File: config.mk
export PLATFORM = sky130hd
export DESIGN_NAME = shirq_latch_top
export DESIGN_NICKNAME = d
export VERILOG_FILES = /design/src/rtl/shirq_pkg.sv /design/src/rtl/shirq_sel_reg.sv /design/src/rtl/shirq_route.sv /design/src/rtl/shirq_latch_bank.sv /design/src/rtl/shirq_prio.sv /design/src/rtl/shirq_latch_top.sv
export SDC_FILE = /design/constraint.sdc
export NUM_CORES = 1
export LEC_CHECK = 0
export ABC_AREA = 1
export BUFFER_PORTS_ARGS = -buffer_cell sky130_fd_sc_hd__buf_2
export CELL_PAD_IN_SITES_DETAIL_PLACEMENT = 1
export CELL_PAD_IN_SITES_GLOBAL_PLACEMENT = 2
export CORE_MARGIN = 5
export CORE_UTILIZATION = 23
export DETAILED_ROUTE_END_ITERATION = 10
export GPL_TIMING_DRIVEN = 0
export PLACE_DENSITY_LB_ADDON = 0.08
export SLEW_MARGIN = 20
export SYNTH_ARGS = -nofsm -noshare
export SYNTH_HDL_FRONTEND = slang
export SYNTH_HIERARCHICAL = 1
export SYNTH_SLANG_ARGS = --single-unit
File: constraint.sdc
create_clock -name clk -period 2.1 [get_ports clk]
set_input_delay 0.315 -clock clk [delete_from_list [all_inputs] [get_ports clk]]
set_output_delay 0.315 -clock clk [all_outputs]
set_load 0.01 [all_outputs]
File: src/rtl/shirq_pkg.sv
package shirq_pkg;
    // number of level pairs that share a flag
    localparam int PAIR_CNT   = 2;
    localparam int SEL_BYTE_W = 8;

    // level served by each pair (pair 0 -> 15, pair 1 -> 16)
    function automatic int pair_level(input int p);
        return (p == 0) ? 15 : 16;
    endfunction

    // select-byte bit controlling each pair (pair 0 -> bit 1, pair 1 -> bit 0)
    function automatic int pair_sel_bit(input int p);
        return (p == 0) ? 1 : 0;
    endfunction

    typedef logic [PAIR_CNT-1:0] sel_vec_t;

    typedef struct packed {
        sel_vec_t sel;
    } sel_state_t;
endpackage

File: src/rtl/shirq_sel_reg.sv
module shirq_sel_reg
    import shirq_pkg::*;
(
    input  logic                  clk,
    input  logic                  rst_n,
    input  logic                  wr_en,
    input  logic [SEL_BYTE_W-1:0] wr_data,
    output sel_vec_t              sel_q_o
);
    sel_state_t st_d, st_q;

    always_comb begin
        st_d = st_q;
        if (wr_en) begin
            for (int p = 0; p < PAIR_CNT; p++) begin
                st_d.sel[p] = wr_data[pair_sel_bit(p)];
            end
        end
    end

    always_ff @(posedge clk or negedge rst_n) begin
        if (!rst_n) st_q <= '0;
        else        st_q <= st_d;
    end

    assign sel_q_o = st_q.sel;

    // without a write the routing setting does not move
    assert_sel_hold_R11: assert property (@(posedge clk) disable iff (!rst_n)
        !wr_en |=> $stable(st_q.sel));

    // only bits 1 and 0 of the byte reach the setting
    assert_sel_load_R5: assert property (@(posedge clk) disable iff (!rst_n)
        wr_en |=> (st_q.sel[0] == $past(wr_data[1])) && (st_q.sel[1] == $past(wr_data[0])));
endmodule

File: src/rtl/shirq_route.sv
module shirq_route
    import shirq_pkg::*;
#(
    parameter int NUM_LEVELS = 20
)(
    input  logic                  clk,
    input  logic                  rst_n,
    input  sel_vec_t              sel,
    input  logic [NUM_LEVELS-1:0] req,
    input  logic [PAIR_CNT-1:0]   alt_req,
    output logic [NUM_LEVELS-1:0] set_vec
);
    logic [NUM_LEVELS-1:0] shared_mask;

    always_comb begin
        shared_mask = '0;
        for (int p = 0; p < PAIR_CNT; p++) begin
            shared_mask[pair_level(p)] = 1'b1;
        end
    end

    for (genvar lv = 0; lv < NUM_LEVELS; lv++) begin : g_lvl
        if (lv == 15 || lv == 16) begin : g_shared
            localparam int PIDX = (lv == 15) ? 0 : 1;
            logic pick_alt;
            assign pick_alt    = sel[PIDX];
            assign set_vec[lv] = pick_alt ? alt_req[PIDX] : req[lv];

            // R3 (pair 0) and R4 (pair 1): the unchosen source never sets the flag
            assert_unsel_drop_R3_R4: assert property (@(posedge clk) disable iff (!rst_n)
                (pick_alt && !alt_req[PIDX]) || (!pick_alt && !req[lv]) |-> !set_vec[lv]);
        end else begin : g_plain
            assign set_vec[lv] = req[lv];
        end
    end

    // unshared levels pass their request straight through
    assert_plain_pass_R2: assert property (@(posedge clk) disable iff (!rst_n)
        ((set_vec ^ req) & ~shared_mask) == '0);
endmodule

File: src/rtl/shirq_latch_bank.sv
module shirq_latch_bank #(
    parameter int NUM_LEVELS = 20,
    parameter int LVL_W      = 5
)(
    input  logic                  clk,
    input  logic                  rst_n,
    input  logic [NUM_LEVELS-1:0] set_vec,
    input  logic [NUM_LEVELS-1:0] clr_vec,
    input  logic                  ack_valid,
    input  logic [LVL_W-1:0]      ack_level,
    output logic [NUM_LEVELS-1:0] pending_o
);
    typedef struct packed {
        logic [NUM_LEVELS-1:0] pend;
    } bank_state_t;

    bank_state_t           st_d, st_q;
    logic [NUM_LEVELS-1:0] ack_hot;
    logic [NUM_LEVELS-1:0] drop_vec;

    always_comb begin
        for (int i = 0; i < NUM_LEVELS; i++) begin
            ack_hot[i] = ack_valid && (ack_level == LVL_W'(i));
        end
        drop_vec = clr_vec | ack_hot;
        st_d      = st_q;
        st_d.pend = (st_q.pend & ~drop_vec) | set_vec;
    end

    always_ff @(posedge clk or negedge rst_n) begin
        if (!rst_n) st_q <= '0;
        else        st_q <= st_d;
    end

    assign pending_o = st_q.pend;

    // every request that reaches the bank is visible after the edge
    assert_set_wins_R8: assert property (@(posedge clk) disable iff (!rst_n)
        (|set_vec) |=> ((st_q.pend & $past(set_vec)) == $past(set_vec)));

    // flags fall only where a clear or acknowledge was applied
    assert_hold_R6: assert property (@(posedge clk) disable iff (!rst_n)
        1'b1 |=> (($past(st_q.pend) & ~$past(drop_vec) & ~st_q.pend) == '0));

    // an acknowledge names at most one level
    assert_ack_single_R6: assert property (@(posedge clk) disable iff (!rst_n)
        $onehot0(ack_hot));
endmodule

File: src/rtl/shirq_prio.sv
module shirq_prio #(
    parameter int NUM_LEVELS = 20,
    parameter int LVL_W      = 5
)(
    input  logic                  clk,
    input  logic                  rst_n,
    input  logic [NUM_LEVELS-1:0] pending,
    output logic                  top_valid,
    output logic [LVL_W-1:0]      top_level
);
    always_comb begin
        top_valid = 1'b0;
        top_level = '0;
        for (int i = NUM_LEVELS - 1; i >= 0; i--) begin
            if (pending[i]) begin
                top_valid = 1'b1;
                top_level = LVL_W'(i);
            end
        end
    end

    // the reported level is pending
    assert_top_pending_R9: assert property (@(posedge clk) disable iff (!rst_n)
        top_valid |-> pending[top_level]);

    // nothing below the reported level is pending
    assert_top_lowest_R9: assert property (@(posedge clk) disable iff (!rst_n)
        top_valid |-> ((pending & ((NUM_LEVELS'(1) << top_level) - NUM_LEVELS'(1))) == '0));

    // idle flag when empty
    assert_idle_R9: assert property (@(posedge clk) disable iff (!rst_n)
        (pending == '0) |-> !top_valid);
endmodule

File: src/rtl/shirq_latch_top.sv
module shirq_latch_top
    import shirq_pkg::*;
#(
    parameter int NUM_LEVELS = 20,
    localparam int LVL_W     = $clog2(NUM_LEVELS)
)(
    input  logic                  clk,
    input  logic                  rst_n,
    input  logic [NUM_LEVELS-1:0] irq_req,
    input  logic [1:0]            irq_alt_req,
    input  logic                  sel_wr_en,
    input  logic [7:0]            sel_wr_data,
    input  logic [NUM_LEVELS-1:0] sw_clear,
    input  logic                  ack_valid,
    input  logic [LVL_W-1:0]      ack_level,
    output logic [NUM_LEVELS-1:0] pending,
    output logic                  top_valid,
    output logic [LVL_W-1:0]      top_level
);
    sel_vec_t              sel_q;
    logic [NUM_LEVELS-1:0] set_vec;

    shirq_sel_reg u_sel (
        .clk     (clk),
        .rst_n   (rst_n),
        .wr_en   (sel_wr_en),
        .wr_data (sel_wr_data),
        .sel_q_o (sel_q)
    );

    shirq_route #(.NUM_LEVELS(NUM_LEVELS)) u_route (
        .clk     (clk),
        .rst_n   (rst_n),
        .sel     (sel_q),
        .req     (irq_req),
        .alt_req (irq_alt_req),
        .set_vec (set_vec)
    );

    shirq_latch_bank #(.NUM_LEVELS(NUM_LEVELS), .LVL_W(LVL_W)) u_bank (
        .clk       (clk),
        .rst_n     (rst_n),
        .set_vec   (set_vec),
        .clr_vec   (sw_clear),
        .ack_valid (ack_valid),
        .ack_level (ack_level),
        .pending_o (pending)
    );

    shirq_prio #(.NUM_LEVELS(NUM_LEVELS), .LVL_W(LVL_W)) u_prio (
        .clk       (clk),
        .rst_n     (rst_n),
        .pending   (pending),
        .top_valid (top_valid),
        .top_level (top_level)
    );

    // a select write alone never lowers a flag
    assert_sel_keeps_R10: assert property (@(posedge clk) disable iff (!rst_n)
        (sel_wr_en && !ack_valid && sw_clear == '0) |=> (($past(pending) & ~pending) == '0));
endmodule

==> results.cfg, run 1 <==
[drt]
dr.pass1.iters = 4
remaining_drc_errors = 0
via_per_inst = 3.77
num_vias = 1588
drtIter0Drc = 36
routedWlPerCell_um = 11.5
ant_nets = 0
wl_mm = 4.84

[setup_path]
cp.required_ps = 1780
setup.worst_path.start = u_bank/pending_o[18]$_DFF_PN0_
setup.worst_path.end = top_level[0]
cp_max_fo = 2
r2r-end = u_bank/pending_o[0]$_DFF_PN0_
rr_worst_depth = 5
worst-setup-path-type = flop to primary output
reg2reg_slack_ps = 1250
cp.arrival_ps = 1790
worst_setup_path_end_kind = primary output
start_kind = flop
reg2reg_from = u_bank/pending_o[0]$_DFF_PN0_

[timing]
finalCriticalPeriod_ps = 2110
setup_viol = 1
slew_viol_final = 0
fin_worst_skew_ps = 1.11
rsz0062_at_grt = yes
setup_ws_ps = -7.03
worstMarginPinSlew_ps = 534
hold_viol = 0
finalCritPeriodShare = 1.00
max_slew_margin = 0.644
finalSetupTns_ps = -7.03
max_clock_freq_mhz = 475

[pwr]
power_mw = 1.04
p_sw_frac = 0.315
power_frac_seq = 0.472
comb_power_share = 0.264
p_clk_frac = 0.264
power.switching_mw = 0.328
power.density_mw_per_mm2 = 487
p_int_mw = 0.713
p_leak_nw = 1.32
vdd_drop_max_mv = 0.183

[hold_path]
hold_class = primary input to asynchronous set/reset pin

[cells_and_area]
num-fill-cells = 918
multi_input_area_sq_um = 664
area_growth_syn_to_layout_pct = 32.4
seq_area_sq_um = 554
fin_nets = 386
layout-drive-gt1-share = 0.326
n_antenna_cell = 0
post-route-util = 0.315

[placed_design]
dpl.hpwl_mm = 4.05
dp_slack_ps = 173
place.gp.congestion = 0.732
numPortBuffers = 60

[synth]
synthCells = 258
ys_types = 18
async_flop_share = 1.00
ys_top_cells_by_count = nand2_1, inv_1, nor2_1
synth.net_count = 317
yosysSeqAreaShare = 0.341
synthTopCellsByArea = dfrtp_1, nand2_1, inv_1
synth_most_common_cell = nand2_1
ys_ff_latch = 22
syn_avg_cell_area_sq_um = 6.26
synth_top_area_cell = dfrtp_1
syn_area_sq_mm = 0.00161
yosysWarnings = 6
synth_edf_count = 0
yosysTopAreaCellShare = 0.341
synth-main-ff-cell = dfrtp_1

[global_routing]
grt_pass1_vias = 1720
grt.total_usage = 0.114
grt_pass1_wl_mm = 7.90
grt_max_degree = 23
antenna_found_initial = 0
grt-ovfl-total = 0

[flow_run]
drv_cap = 0

[cts]
numCtsBuffers = 3
cts-root-buf = clkbuf_8
cts_tree = yes
hold_buffers = 0
htree_num_levels = 1
clockBufferDepth = 2
clock_sinks = 22
clkTransAtPathRegs_ps = 90
insertion_delay_ps = 260

[die]
design.core.area_sq_mm = 0.00679
die_x_um = 93.8
fp-row-count = 30
die_area_sq_mm = 0.00879
ios = 85
start_util = 0.238
die_height_um = 93.8

[status]
status = finished, violations left
violations = negative setup slack
[per-layer routing]
layer | vias up | GRT usage | wire length, um | share of wire
met3 | 2 | 0.0288 | 291 | 0.060
met2 | 40 | 0.197 | 2250 | 0.47
met4 | 0 | 0.0181 | 29 | 0.0060
met1 | 688 | 0.145 | 2270 | 0.47
met5 | - | 0 | 0 | 0
li1 | 858 | - | - | -
[sequential cells by signal, summed over array words and instances, names as in the netlist]
signal            count
u_bank/pending_o     20
u_sel/sel_q_o         2
[how the worst min path moves through the flow]
stage / from / to / slack [ps] / cells after the start
after floorplan: rst_n / u_bank/pending_o[0]$_DFF_PN0_ / 20 / 0
after global placement: rst_n / u_bank/pending_o[13]$_DFF_PN0_ / 340 / 1
after detailed placement: rst_n / u_bank/pending_o[13]$_DFF_PN0_ / 340 / 1
after CTS: rst_n / u_bank/pending_o[13]$_DFF_PN0_ / 40 / 1
after global routing: rst_n / u_bank/pending_o[13]$_DFF_PN0_ / 60 / 1
final: rst_n / u_bank/pending_o[14]$_DFF_PN0_ / 20 / 1
[metrics by stage]
step	cell area, sq um	std cells	hold WS, ps
3_3_place_gp	2030	414	342
2_1_floorplan	1610	258	19.4
5_1_grt	2140	421	59.4
3_5_place_dp	2030	414	340
4_1_cts	2110	419	35.1
6_report	2140	421	21.2
[repair_timing]
item	CTS	global route
setup endpoints to repair	2	4
pin swaps	0	1
buffers inserted	2	2
gates resized for setup	3	5
[cell families after synthesis]
family / synth area share
compound gates: 0.0171
buf+inv: 0.264
flops: 0.341
simple gates: 0.378
[critical path: stages, from the launching register on]
cell and delay, ps:
dfrtp_1 380, inv_1 50, nand2_1 40, nand2_1 50
nand2_1 40, nand2_1 50, nand2_1 50, nand2_1 50
nand2_1 60, nand2_1 60, nand2_1 40, nand2_1 50
nand2_1 50, nand2_1 50, nand2_1 60, nand2_1 60
nand2_1 40, nand2_1 50, nand2_1 50, a21oi_2 100
buf_2 140
[cells in the final DEF, fill, tap and decap left out, drive strengths merged]
cell type / synthesis / routed
a211oi: 1 / 1
a21oi: 2 / 2
a31oi: 1 / 1
buf: 19 / 83
bufinv: 1 / 1
clkbuf: 0 / 3
dfrtp: 22 / 22
inv: 70 / 70
nand2: 78 / 78
nand3: 24 / 24
nor2: 36 / 36
nor3: 1 / 1
nor4: 2 / 2
or2: 1 / 1
[power groups by stage]
stage               Sequential [mW]  Clock [mW]  Combinational [mW]
finish                        0.491       0.275               0.275
global route                  0.499       0.308               0.319
CTS                           0.491       0.301               0.279
detailed placement            0.499           0               0.271
global placement              0.499           0               0.268
floorplan                     0.506           0               0.146
[layout make-up]
class	count	share of cell area
Tap cell	96	0.0562
Timing Repair Buffer	64	0.155
Clock buffer	3	0.0193
Buffer	19	0.0685
Sequential cell	22	0.259
Inverter	71	0.131
Multi-Input combinational cell	146	0.311
No activity file was read; power rests on OpenSTA's default activity.
==> run 2: changes to the inputs <==
--- a/config.mk
+++ b/config.mk
@@ -6,7 +6,8 @@
 export NUM_CORES = 1
 export LEC_CHECK = 0
 export ABC_AREA = 1
-export BUFFER_PORTS_ARGS = -buffer_cell sky130_fd_sc_hd__buf_2
+export ABC_CLOCK_PERIOD_IN_PS = 2100
+export BUFFER_PORTS_ARGS = -buffer_cell sky130_fd_sc_hd__buf_4
 export CELL_PAD_IN_SITES_DETAIL_PLACEMENT = 1
 export CELL_PAD_IN_SITES_GLOBAL_PLACEMENT = 2
 export CORE_MARGIN = 5
==> results.cfg, run 2 (synthesis gave the netlist of run 1 again) <==
[cts]
clock_sinks = 22
htree_num_levels = 1
insertion_delay_ps = 270
numCtsBuffers = 3
cts-root-buf = clkbuf_8
clkTransAtPathRegs_ps = 90
clockBufferDepth = 2
cts_tree = yes

[timing]
slew_viol_final = 0
finalCritPeriodShare = 1.01
setup_ws_ps = -15.7
rsz0062_at_grt = yes
setup_viol = 2
worstMarginPinSlew_ps = 322
finalSetupTns_ps = -31.2
max_slew_margin = 0.783
max_clock_freq_mhz = 473
finalCriticalPeriod_ps = 2120
fin_worst_skew_ps = 2.11
hold_viol = 0

[die]
ios = 85
design.core.area_sq_mm = 0.00679
die_x_um = 93.8
start_util = 0.238
fp-row-count = 30
die_area_sq_mm = 0.00879
die_height_um = 93.8

[cells_and_area]
largest_reg_flops = 20
seq_area_sq_um = 551
num-fill-cells = 885
n_antenna_cell = 0
fin_nets = 386
most-common-layout-cells = buf_4, nand2_1, inv_1
layout-drive-gt1-share = 0.307
post-route-util = 0.335
multi_input_area_sq_um = 643
area_growth_syn_to_layout_pct = 41.2
mostFrequentLayoutCell = buf_4

[global_routing]
grt.total_usage = 0.115
antenna_found_initial = 0
grt_pass1_vias = 1696
grt_max_degree = 23
grt-ovfl-total = 0
grt_pass1_wl_mm = 7.87

[pwr]
p_leak_nw = 1.38
vdd_drop_max_mv = 0.255
power.density_mw_per_mm2 = 493

[setup_path]
reg2reg_slack_ps = 1270
cp.required_ps = 1780
cp.arrival_ps = 1800
worst-setup-path-type = flop to primary output
cp_cell_sequence = buf_4 -> or2_1 -> nand3_1 -> nand2_1 -> nand3_1 -> nand2_1 -> nand2_1 -> nand2_1 -> a21oi_1 -> a211oi_1 -> buf_4
r2r-end = u_bank/pending_o[16]$_DFF_PN0_
cp_common_cell = nand2_1
start_kind = flop
slowest_stage = dfrtp_1
crit_path_max_incr_delay_ps = 380
reg2reg_from = u_bank/pending_o[16]$_DFF_PN0_
cp_max_fo = 3
rr_worst_depth = 5
worst_setup_path_end_kind = primary output

[drt]
via_per_inst = 3.76
remaining_drc_errors = 0
num_vias = 1585
dr.pass1.iters = 4
routedWlPerCell_um = 11.7
wl_mm = 4.92
drtIter0Drc = 43
ant_nets = 0

[placed_design]
place.gp.congestion = 0.730
numPortBuffers = 60
dpl.hpwl_mm = 4.02

[hold_path]
hold_class = primary input to flop
hold_end = u_bank/pending_o[2]$_DFF_PN0_
hold_start = irq_req[2]
hold_depth = 3

[status]
violations = negative setup slack
status = finished, violations left

[flow_run]
drv_cap = 0
==> run 2: where the power goes <==
group / switching, mW / total, mW / internal (mW) / leakage, nW
sequential: 0.0336 / 0.489 / 0.455 / 0.240
clock: 0.156 / 0.323 / 0.168 / 0.0288
combinational: 0.148 / 0.310 / 0.163 / 1.11
total: 0.337 / 1.12 / 0.786 / 1.38
==> run 2: layout make-up <==
class,instances,area share
repair buffers,64,0.212
multi-input cells,146,0.282
clock buffers,4,0.0242
well taps,96,0.0527
plain buffers,19,0.0643
inverters,71,0.123
flip-flops and latches,22,0.242
==> run 2: stage by stage <==
step	setup WS [ps]	total power, mW	hold slack [ps]	instance area (sq um)	std cells
final	-15.7	1.12	223	2280	422
after global routing	-329	1.21	215	2280	422
after CTS	-80.8	1.16	210	2270	422
after detailed placement	213	0.806	241	2180	414
after global placement	191	0.802	238	2180	414
after floorplan	432	0.652	19.4	1610	258
==> run 2: how the worst max path moves through the flow <==
stage	start	end	slack [ps]	cells after the start
after floorplan	u_bank/pending_o[18]$_DFF_PN0_	top_level[0]	430	19
after global placement	u_bank/pending_o[2]$_DFF_PN0_	top_level[4]	190	6
after detailed placement	u_bank/pending_o[18]$_DFF_PN0_	top_level[0]	210	20
after CTS	u_bank/pending_o[18]$_DFF_PN0_	top_level[0]	-80	20
after global routing	u_bank/pending_o[18]$_DFF_PN0_	top_level[0]	-330	20
final	u_bank/pending_o[18]$_DFF_PN0_	top_level[1]	-20	11
==> run 2: repair_timing <==
action / CTS / global route
setup buffers: 3 / 0
setup endpoints to repair: 2 / 5
resized for setup: 0 / 1
gates cloned: 0 / 0
endpoints found under the hold margin: 22 / 0
hold buffers: 1 / 0
==> run 2: metal layers <==
| metal | wire length [um] | vias up | track usage | part of all wire |
|---|---|---|---|---|
| li1 | - | 857 | - | - |
| met1 | 2250 | 686 | 0.145 | 0.46 |
| met2 | 2380 | 40 | 0.199 | 0.48 |
| met3 | 265 | 2 | 0.0304 | 0.054 |
| met4 | 25 | 0 | 0.0181 | 0.0051 |
| met5 | 0 | - | 0 | 0 |
==> run 2: worst max-delay path: cells and delay by family (launching register included) <==
| family | cells | cell delay [ps] |
|---|---|---|
| buf+inv | 2 | 290 |
| flops | 1 | 380 |
| simple gates | 7 | 630 |
| compound gates | 2 | 240 |
==> run 3: changes to the inputs <==
--- a/config.mk
+++ b/config.mk
@@ -6,17 +6,16 @@
 export NUM_CORES = 1
 export LEC_CHECK = 0
 export ABC_AREA = 1
-export ABC_CLOCK_PERIOD_IN_PS = 2100
+export ABC_CLOCK_PERIOD_IN_PS = 2660
 export BUFFER_PORTS_ARGS = -buffer_cell sky130_fd_sc_hd__buf_4
 export CELL_PAD_IN_SITES_DETAIL_PLACEMENT = 1
 export CELL_PAD_IN_SITES_GLOBAL_PLACEMENT = 2
 export CORE_MARGIN = 5
-export CORE_UTILIZATION = 23
+export CORE_UTILIZATION = 21
 export DETAILED_ROUTE_END_ITERATION = 10
 export GPL_TIMING_DRIVEN = 0
 export PLACE_DENSITY_LB_ADDON = 0.08
 export SLEW_MARGIN = 20
 export SYNTH_ARGS = -nofsm -noshare
 export SYNTH_HDL_FRONTEND = slang
-export SYNTH_HIERARCHICAL = 1
 export SYNTH_SLANG_ARGS = --single-unit
==> constraint.sdc (replaced) <==
create_clock -name clk -period 2.66 [get_ports clk]
set_input_delay 0.399 -clock clk [delete_from_list [all_inputs] [get_ports clk]]
set_output_delay 0.399 -clock clk [all_outputs]
set_load 0.01 [all_outputs]
==> results.cfg, run 3 <==
[pwr]
vdd_drop_max_mv = 0.256
p_leak_nw = 1.06
p_clk_frac = 0.299
p_int_mw = 0.598
power.density_mw_per_mm2 = 417
power.switching_mw = 0.226
power_frac_seq = 0.462
comb_power_share = 0.238
p_sw_frac = 0.274

[cts]
htree_num_levels = 1
cts-resized-gates = 0
hold_buffers = 0
post-cts-setup-buffers = 0
numCtsBuffers = 3
cts_tree = yes
insertion_delay_ps = 260
cts-root-buf = clkbuf_8
clockBufferDepth = 2
clock_sinks = 22
clkTransAtPathRegs_ps = 80

[setup_path]
crit_path_max_incr_delay_ps = 410
cp.required_ps = 2260
slowest_stage = dfrtp_1
cp.arrival_ps = 1870
cp_max_fo = 3
worst_setup_path_end_kind = primary output
start_kind = flop
cp_common_cell = nand2_1
cp_cell_sequence = inv_2 -> nand2_1 -> nand2_1 -> nand2_1 -> nand2_1 -> nand2_1 -> nand2_1 -> nand2_1 -> nand2_1 -> nand2_1 -> nand2_1 -> nand2_1 -> nand2_1 -> nand2_1 -> nand2_1 -> nand2_1 -> nand2_1 -> nand2_1 -> a21oi_2 -> buf_4
worst-setup-path-type = flop to primary output

[placed_design]
numPortBuffers = 78
place.gp.congestion = 0.693
numPlacedInstances = 328
dpl.hpwl_mm = 3.72

[die]
ios = 85
die_height_um = 86.8
die_x_um = 86.8
fp-row-count = 28
die_area_sq_mm = 0.00754
design.core.area_sq_mm = 0.00582
start_util = 0.213

[cells_and_area]
area_growth_syn_to_layout_pct = 59.2
most-common-layout-cells = buf_4, inv_1, nand2_1
num-fill-cells = 741
mostFrequentLayoutCell = buf_4
fin_cells = 332
layout-drive-gt1-share = 0.339
multi_input_area_sq_um = 532
largest_reg_flops = 20
fin_nets = 317
n_antenna_cell = 0
seq_area_sq_um = 551

[synth]
synthCells = 175
async_flop_share = 1.00
yosysSeqAreaShare = 0.444
ys_types = 17
ys_top_cells_by_count = inv_1, nand2_1, nor2_1
syn_avg_cell_area_sq_um = 7.09
synth_edf_count = 0
synth_top_area_cell = dfrtp_1
synth-main-ff-cell = dfrtp_1
yosysWarnings = 0
synthTopCellsByArea = dfrtp_1, inv_1, nand2_1
syn_area_sq_mm = 0.00124
synth.net_count = 234
yosysTopAreaCellShare = 0.444
ys_ff_latch = 22
synth_most_common_cell = inv_1

[global_routing]
grt_max_degree = 23
antenna_found_initial = 0
grt.total_usage = 0.114
grt_pass1_vias = 1464
grt-ovfl-total = 0
grt_pass1_wl_mm = 6.68

[drt]
routedWlPerCell_um = 12.9
num_vias = 1375
drtIter0Drc = 23
wl_mm = 4.28
ant_nets = 0
via_per_inst = 4.14
remaining_drc_errors = 0
dr.pass1.iters = 4

[flow_run]
drv_cap = 0

[timing]
max_clock_freq_mhz = 442
setup_viol = 0
fin_worst_skew_ps = 0.100
finalCriticalPeriod_ps = 2260
finalSetupTns_ps = 0
rsz0062_at_grt = no
finalCritPeriodShare = 0.851
max_slew_margin = 0.742
worstMarginPinSlew_ps = 384
slew_viol_final = 0
hold_viol = 0

[hold_path]
hold_class = primary input to asynchronous set/reset pin

[status]
status = completed
-- run 3: changes by cell type after synthesis, moves of 6 or more --
| cell | delta |
|---|---|
| nand3_1 | -19 |
| buf_4 | -18 |
| o31ai_1 | +14 |
| inv_1 | -27 |
| o21ai_0 | +6 |
| nand2_1 | -40 |
-- run 3: stage by stage --
step / area, sq um / setup WS, ps / total power, mW / utilization / hold WS, ps
4_1_cts: 1970 / 316 / 0.851 / 0.340 / 13.9
2_1_floorplan: 1240 / 903 / 0.460 / - / 103
3_5_place_dp: 1920 / 637 / 0.590 / 0.330 / 320
5_1_grt: 1970 / 174 / 0.877 / 0.340 / 34.8
6_report: 1970 / 396 / 0.823 / 0.340 / 13.7
3_3_place_gp: 1920 / 636 / 0.589 / 0.330 / 319
-- run 3: layout make-up --
cell class,count,area share
clock buffers,4,0.0279
multi-input cells,111,0.269
inverters,42,0.0798
well taps,75,0.0475
flip-flops and latches,22,0.279
repair buffers,78,0.297
-- run 3: worst max-delay path: cells and delay by family (launching register included) --
| family | cells | cell delay (ps) |
|---|---|---|
| flip-flops | 1 | 410 |
| buffers and inverters | 2 | 200 |
| AO/OA/AOI/OAI | 1 | 110 |
| AND/OR/NAND/NOR | 17 | 910 |
-- run 3: per-layer routing --
metal | routed length, um | share of wire | track usage
met1 | 1820 | 0.42 | 0.141
met2 | 2130 | 0.50 | 0.196
met3 | 306 | 0.071 | 0.0380
met4 | 25 | 0.0058 | 0.0170
met5 | 0 | 0 | 0
-- run 3: logic make-up (layout without fill, tap and decap cells) --
kind of cell | count (synthesis) | in the layout | synth area share
and+or+nand+nor | 81 | 81 | 0.259
buffers and inverters | 42 | 124 | 0.127
AOI/OAI and AO/OA | 30 | 30 | 0.170
DFF | 22 | 22 | 0.444
-- run 3: power groups by stage --
stage	clock, mW	sequential, mW	combinational, mW
final	0.246	0.381	0.196
after global routing	0.270	0.386	0.221
after CTS	0.267	0.382	0.202
after detailed placement	0	0.388	0.202
after global placement	0	0.389	0.201
after floorplan	0	0.394	0.0659
-- run 3: final timing paths --
kind                                                startpoint                              to  cells after the start  slack, ps
max in group asynchronous                                rst_n  u_bank.pending_o[18]$_DFF_PN0_                      1       2420
min in group clk                                   sw_clear[3]   u_bank.pending_o[3]$_DFF_PN0_                      2        300
worst min register to register    u_sel.sel_q_o[0]$_DFFE_PN0P_  u_bank.pending_o[15]$_DFF_PN0_                      2        540
worst max register to register  u_bank.pending_o[16]$_DFF_PN0_  u_bank.pending_o[16]$_DFF_PN0_                      2       1860
worst max-delay path            u_bank.pending_o[18]$_DFF_PN0_                    top_level[0]                     20        400
worst min-delay path                                     rst_n  u_bank.pending_o[11]$_DFF_PN0_                      1         10
